<file path="config.mk">
export PLATFORM = sky130hd
export DESIGN_NAME = lsb_select_counter
export DESIGN_NICKNAME = d
export VERILOG_FILES = /design/src/rtl/lsb_select_counter_pkg.sv /design/src/rtl/lsb_toggle_stage.sv /design/src/rtl/lsb_carry_chain.sv /design/src/rtl/lsb_select_counter.sv
export SDC_FILE = /design/constraint.sdc
export NUM_CORES = 1
export LEC_CHECK = 0
export ABC_AREA = 1
export BUFFER_PORTS_ARGS = -buffer_cell sky130_fd_sc_hd__buf_4
export CELL_PAD_IN_SITES_DETAIL_PLACEMENT = 1
export CELL_PAD_IN_SITES_GLOBAL_PLACEMENT = 2
export CORE_MARGIN = 5
export CORE_UTILIZATION = 24
export DETAILED_ROUTE_END_ITERATION = 16
export PLACE_DENSITY = 0.9
export SKIP_CTS_REPAIR_TIMING = 1
export SYNTH_ARGS = -nofsm -noshare
export SYNTH_HDL_FRONTEND = slang
export SYNTH_HIERARCHICAL = 1
export SYNTH_SLANG_ARGS = --single-unit
</file>
<file path="constraint.sdc">
create_clock -name clk_i -period 3.55 [get_ports clk_i]
set_input_delay 0.5325 -clock clk_i [delete_from_list [all_inputs] [get_ports clk_i]]
set_output_delay 0.5325 -clock clk_i [all_outputs]
set_load 0.02 [all_outputs]
</file>
<file path="src/rtl/lsb_select_counter_pkg.sv">
package lsb_select_counter_pkg;
  localparam int unsigned DEF_WIDTH = 8;
endpackage

</file>
<file path="src/rtl/lsb_toggle_stage.sv">
module lsb_toggle_stage (
  input  logic clk_i,
  input  logic rst_ni,
  input  logic tgl_i,
  output logic q_o
);
  always_ff @(posedge clk_i) begin
    if (!rst_ni)    q_o <= 1'b0;
    else if (tgl_i) q_o <= ~q_o;
  end
endmodule

</file>
<file path="src/rtl/lsb_carry_chain.sv">
module lsb_carry_chain #(
  parameter int unsigned W = 8
) (
  input  logic [W:0] q_i,
  input  logic       adv_i,
  output logic [W:0] tgl_o,
  output logic [W:0] sel_o,
  output logic       fin_o
);
  logic [W:0] ones;   // all lower bits 1
  logic [W:0] zeros;  // all lower bits 0
  logic       adv_eff;

  // terminal stage freezes the count
  assign adv_eff  = adv_i & ~q_i[W];
  assign ones[0]  = 1'b1;
  assign zeros[0] = 1'b1;

  for (genvar k = 1; k <= W; k++) begin : g_chain
    assign ones[k]  = ones[k-1]  &  q_i[k-1];
    assign zeros[k] = zeros[k-1] & ~q_i[k-1];
  end

  for (genvar k = 0; k <= W; k++) begin : g_out
    assign tgl_o[k] = adv_eff & ones[k];
    assign sel_o[k] = q_i[k] & zeros[k];
  end

  assign fin_o = ones[W] & ~q_i[W];
endmodule

</file>
<file path="src/rtl/lsb_select_counter.sv">
module lsb_select_counter
  import lsb_select_counter_pkg::*;
#(
  parameter int unsigned W = DEF_WIDTH
) (
  input  logic         clk_i,
  input  logic         rst_ni,
  input  logic         adv_i,
  output logic [W:0]   count_o,
  output logic [W:0]   sel_o,
  output logic         finish_o
);
  localparam int unsigned NSTG = W + 1;

  logic [NSTG-1:0] q;
  logic [NSTG-1:0] tgl;

  for (genvar k = 0; k < NSTG; k++) begin : g_stage
    lsb_toggle_stage u_stg (
      .clk_i  (clk_i),
      .rst_ni (rst_ni),
      .tgl_i  (tgl[k]),
      .q_o    (q[k])
    );
  end

  lsb_carry_chain #(.W(W)) u_chain (
    .q_i   (q),
    .adv_i (adv_i),
    .tgl_o (tgl),
    .sel_o (sel_o),
    .fin_o (finish_o)
  );

  assign count_o = q;
endmodule

</file>
==> results.cfg, run 1 <==
[hold_path]
holdCritPathClass = reg2reg
whs_path_depth = 2
hp-start = g_stage[5].u_stg/q_o$_SDFFE_PN0P_
hold_path_end = g_stage[5].u_stg/q_o$_SDFFE_PN0P_

[logic_synthesis]
yosysWarnings = 6
synth_seq_area_share_pct = 33.33
synth.distinct_cells = 15
syn-instance-count = 84
syn-num-nets = 87
postSynthAreaPerCell_sq_um = 6.435
synthesis.area_sq_um = 540.5
yosys_register_bits = 9

[cells_and_area]
top_register = g_stage.u_stg/q_o
mostFrequentLayoutCell = nor2_1
diodes = 0
final_area_sq_um = 744.5
drive_gt1_share_pct = 33.64
areaGrowthSynthToFinish_pct = 37.73
nNetsFinal = 111
final_util_pct = 33.98
largestRegisters = g_stage.u_stg/q_o (9)
regArea_sq_um = 180.2
fillers = 290
multi_input_area_sq_um = 307.8
final_cell_mix = nor2_1, buf_4, nand2_1
largest_reg_flops = 9

[clock_network]
clk_path_buf_depth = 2
clock_sinks = 9
cts_buffers = 3
clkTransAtPathRegs_ns = 0.07
clk_latency_ns = 0.26
cts_tree = done
root_buffer = clkbuf_4
htreeDepth = 1

[route]
routedWlPerCell_um = 10.58
vias = 583
first_pass_iters = 2
remaining_drc_errors = 0
drt_iter0_markers = 6
avgViaCountPerCell = 4.319
ant_nets = 0
drt_wl_total_um = 1428

[critical_path]
reg2reg_depth = 7
end_kind = output pin
r2r-end = g_stage[4].u_stg/q_o$_SDFFE_PN0P_
cp.arrival_ns = 1.38
rrSetupSlack_ns = 2.21
cp.required_ns = 3.02
rr_startpoint = g_stage[0].u_stg/q_o$_SDFFE_PN0P_
start_kind = register
crit_fanout = 10
crit_type = reg2out

[sta]
finalHoldViolations = 0
worst_slew_pin_slew_ns = 0.3412
finalSetupTns_ns = 0
period_minus_slack_ns = 1.910
clock.fmax_mhz = 523.6
final_max_slew_viol_count = 0
min_period_over_period_pct = 53.79
finalSetupViolations = 0
rsz0062_at_grt = false
slew_headroom_pct = 77.22
skew_ns = 0.001737

[placement]
portBuffers = 21
placedInstanceArea_sq_um = 718.2
place_hpwl_um = 1152
place.gp.congestion = 0.7322

[global_routing]
use_met2_pct = 15.32
antenna_found_initial = 0
grt.overflow.total = 0
grt_use_met1_pct = 9.358
first_global_vias = 525
grtUsageTotal_pct = 9.103
grt_max_degree = 11
grt_pass1_wl_um = 2283
met3_usage_pct = 4.751
gr-max-usage-layer = met2

[job]
drv_cap = 0

[floorplanning]
die_area_sq_mm = 0.003301
start_util_pct = 24.67
dieHeight_um = 57.46
core_area_sq_mm = 0.002191
core.rowCount = 17
die_w_um = 57.46
io_pins = 22

[pwr]
p_per_area_mw_per_mm2 = 294.0
ir_worst_vdd_uv = 102.1
p_leak_nw = 0.3524

[status]
status = complete, no violations
## critical path: stages (launching register included)
cell	delay, ns
dfxtp_1	0.52
nand2_1	0.11
inv_2	0.10
nand4_2	0.12
nor2_1	0.12
buf_4	0.15
## power breakdown
group	switching [mW]	leakage [nW]	internal [mW]
logic	0.0173	0.265	0.0116
registers	0.00461	0.0729	0.103
clock network	0.0390	0.0150	0.0435
## worst max-delay path by stage
stage                                 startpoint        to  slack, ns  cells past startpoint
5_1_grt        g_stage[0].u_stg/q_o$_SDFFE_PN0P_  finish_o       1.51                      5
2_1_floorplan  g_stage[6].u_stg/q_o$_SDFFE_PN0P_  sel_o[6]       1.70                      2
3_5_place_dp   g_stage[0].u_stg/q_o$_SDFFE_PN0P_  finish_o       1.92                      5
3_3_place_gp   g_stage[0].u_stg/q_o$_SDFFE_PN0P_  finish_o       1.95                      5
6_report       g_stage[0].u_stg/q_o$_SDFFE_PN0P_  finish_o       1.64                      5
4_1_cts        g_stage[0].u_stg/q_o$_SDFFE_PN0P_  finish_o       1.61                      5
## Yosys cell counts, drive strengths merged
master  number  area, sq um
dfxtp        9        180.2
inv         10        37.54
buf          2        15.01
nand2       21        86.33
nor4         3        25.02
nor2        29        116.4
nor3b        1        7.510
nand4        1        12.51
nor3         5        30.03
nand3        3        30.03
## per-layer routing
layer,routed length [um],up-vias,part of all wire (%)
li1,-,303,-
met1,627,264,44
met2,654,14,46
met3,121,2,8.5
met4,25,0,1.8
met5,0,-,0
## through the flow
step | cells | power, mW | hold WS [ns] | setup slack (ns)
after floorplan | 84 | 0.1292 | 0.5903 | 1.703
after global placement | 131 | 0.1380 | 0.5289 | 1.952
after detailed placement | 131 | 0.1390 | 0.5287 | 1.915
after CTS | 135 | 0.2241 | 0.5382 | 1.615
after global routing | 135 | 0.2336 | 0.5600 | 1.511
final | 135 | 0.2189 | 0.5359 | 1.640
## layout make-up
class | count | area share (%)
inverters | 10 | 5.042
well taps | 28 | 4.706
multi-input cells | 63 | 41.34
repair buffers | 21 | 21.18
clock buffers | 4 | 3.529
flip-flops and latches | 9 | 24.20
## cell families after synthesis
logic type / Yosys count / synth area share (%)
simple gates: 63 / 56.94
flops: 9 / 33.33
buf+inv: 12 / 9.722
No activity file was read; power rests on OpenSTA's default activity.
==> run 2, diff against run 1 <==
ABC_AREA = 0   (was 1)
PLACE_DENSITY = 0.85   (was 0.9)
clock period = 1.8 ns   (was 3.55 ns; I/O delays follow)
==> run 2 against run 1 <==
Final area up 2.2%. The flow now finishes with violations (negative setup slack). Combinational power rose to 2.6 times the previous value. Critical path type unchanged. Largest cell class unchanged. Via count down 15%.
==> results.cfg, run 2 <==
[clock_network]
htreeDepth = 1
clk_latency_ns = 0.26
clk_path_buf_depth = 2
cts_tree = done
clock_sinks = 9
clkTransAtPathRegs_ns = 0.06
cts_buffers = 3
root_buffer = clkbuf_4

[sta]
worst_slew_pin_slew_ns = 0.3734
finalHoldViolations = 0
setup_slack_ns = -0.07038
rsz0062_at_grt = true
min_period_over_period_pct = 103.9
clock.fmax_mhz = 534.7
slew_headroom_pct = 74.98
skew_ns = 0.001387
finalSetupViolations = 4
final_max_slew_viol_count = 0
period_minus_slack_ns = 1.870

[hold_path]
holdCritPathClass = in2reg
hp-start = rst_ni
whs_path_depth = 2
hold_path_end = g_stage[6].u_stg/q_o$_SDFFE_PN0P_

[cells_and_area]
mostFrequentLayoutCell = buf_4
final_cell_mix = buf_4, and2_1, xor2_1
final_area_sq_um = 760.7
top_register = g_stage.u_stg/q_o
regArea_sq_um = 182.7
multi_input_area_sq_um = 311.5
fillers = 255
largest_reg_flops = 9
areaGrowthSynthToFinish_pct = 51.24
nNetsFinal = 90
largestRegisters = g_stage.u_stg/q_o (9)
drive_gt1_share_pct = 40.70
diodes = 0

[global_routing]
antenna_found_initial = 0
first_global_vias = 537
grt_pass1_wl_um = 2456
grt_max_degree = 10
grtUsageTotal_pct = 9.890
grt.overflow.total = 0

[route]
drt_wl_total_um = 1467
drt_iter0_markers = 8
ant_nets = 0
routedWlPerCell_um = 12.98
first_pass_iters = 4
remaining_drc_errors = 0
avgViaCountPerCell = 4.372
vias = 494

[critical_path]
cp.arrival_ns = 1.60
start_kind = register
slowest_delay_ns = 0.58
cp.required_ns = 1.53
crit_fanout = 5
slowest_stage = or4_4
r2r-end = g_stage[6].u_stg/q_o$_SDFFE_PN0P_
cp_cell_sequence = or4_4 -> nor4b_4 -> buf_4
rrSetupSlack_ns = 0.28
crit_type = reg2out
end_kind = output pin
rr_startpoint = g_stage[0].u_stg/q_o$_SDFFE_PN0P_
reg2reg_depth = 5

[logic_synthesis]
synth_common_cells = and2_1, dfxtp_1, xor2_1, nor3_1
netlist.area_leader.share_pct = 35.82
synth_area_leaders = dfxtp_1, xor2_1, and2_1
synth_top_area_cell = dfxtp_1
syn-num-nets = 61
synthFlopType = dfxtp_1
post-synth-top-count-cell = and2_1
synth.distinct_cells = 18
yosysWarnings = 6
synth_seq_area_share_pct = 35.82
synth-async-reset-ratio_pct = 0
syn-instance-count = 58
yosys_register_bits = 9
postSynthAreaPerCell_sq_um = 8.672
synthesis.area_sq_um = 503.0
synth_edf_count = 0

[job]
drv_cap = 0

[status]
status = complete, but fails checks
failed_checks = negative setup slack

[floorplanning]
core.rowCount = 16
io_pins = 22
die_w_um = 55.78
dieHeight_um = 55.78
start_util_pct = 25.38
core_area_sq_mm = 0.001982
die_area_sq_mm = 0.003111

[placement]
placedInstanceArea_sq_um = 716.9
place.gp.congestion = 0.6704
place_hpwl_um = 1077
portBuffers = 21

[pwr]
ir_worst_vdd_uv = 284.0
p_total_uw = 436.3
p_leak_nw = 0.3777
p_per_area_mw_per_mm2 = 573.6
run 2: cell families (layout without fill, tap and decap cells):
family | Yosys count | in the layout | synth area share (%)
and+or+nand+nor | 35 | 35 | 43.28
buffers and inverters | 5 | 33 | 5.223
xor gates and xnor gates | 9 | 9 | 15.67
DFF | 9 | 9 | 35.82
run 2: stage by stage:
stage | setup slack, ns | utilization, % | cells | setup TNS, ns | hold slack, ns
after floorplan | -0.1815 | - | 58 | -0.4049 | 0.3917
after global placement | 0.2349 | 36.17 | 109 | 0 | 0.5521
after detailed placement | 0.1955 | 36.17 | 109 | 0 | 0.5600
after CTS | -0.1084 | 37.50 | 113 | -0.2721 | 0.2841
after global routing | -0.1390 | 38.38 | 113 | -0.4554 | 0.2839
final | -0.07038 | 38.38 | 113 | -0.1875 | 0.2869
run 2: where the power goes:
part,switching (mW),leakage [nW],internal [mW]
Combinational,0.0413,0.289,0.0331
Clock,0.0695,0.0150,0.0854
Sequential,0.00312,0.0739,0.204
Total,0.114,0.378,0.322
run 2: metal layers:
layer	global-route usage (%)	vias up	share of wire [%]
met5	0	-	0
met4	4.167	0	1.4
met3	4.176	2	4.1
met2	18.41	8	54
met1	9.366	234	40
li1	-	250	-
run 2: area by class of cell:
class                           instances  area share [%]
Clock buffer                            4           3.454
Sequential cell                         9           24.01
Inverter                                3           1.480
Multi-Input combinational cell         44           40.95
Timing Repair Buffer                   26           25.66
Tap cell                               27           4.441
run 2: worst max-delay path by stage:
stage	startpoint	cells after the start	slack, ns	end
3_3_place_gp	g_stage[1].u_stg/q_o$_SDFFE_PN0P_	3	0.23	sel_o[7]
2_1_floorplan	g_stage[0].u_stg/q_o$_SDFFE_PN0P_	2	-0.18	sel_o[7]
6_report	g_stage[2].u_stg/q_o$_SDFFE_PN0P_	3	-0.07	sel_o[6]
4_1_cts	g_stage[1].u_stg/q_o$_SDFFE_PN0P_	3	-0.11	sel_o[8]
3_5_place_dp	g_stage[1].u_stg/q_o$_SDFFE_PN0P_	3	0.20	sel_o[8]
5_1_grt	g_stage[2].u_stg/q_o$_SDFFE_PN0P_	3	-0.14	sel_o[6]
run 2: worst max-delay path, delay by kind of cell (launching register included):
family	cells	cell delay [ns]
simple gates	2	0.84
flops	1	0.32
buf+inv	1	0.18
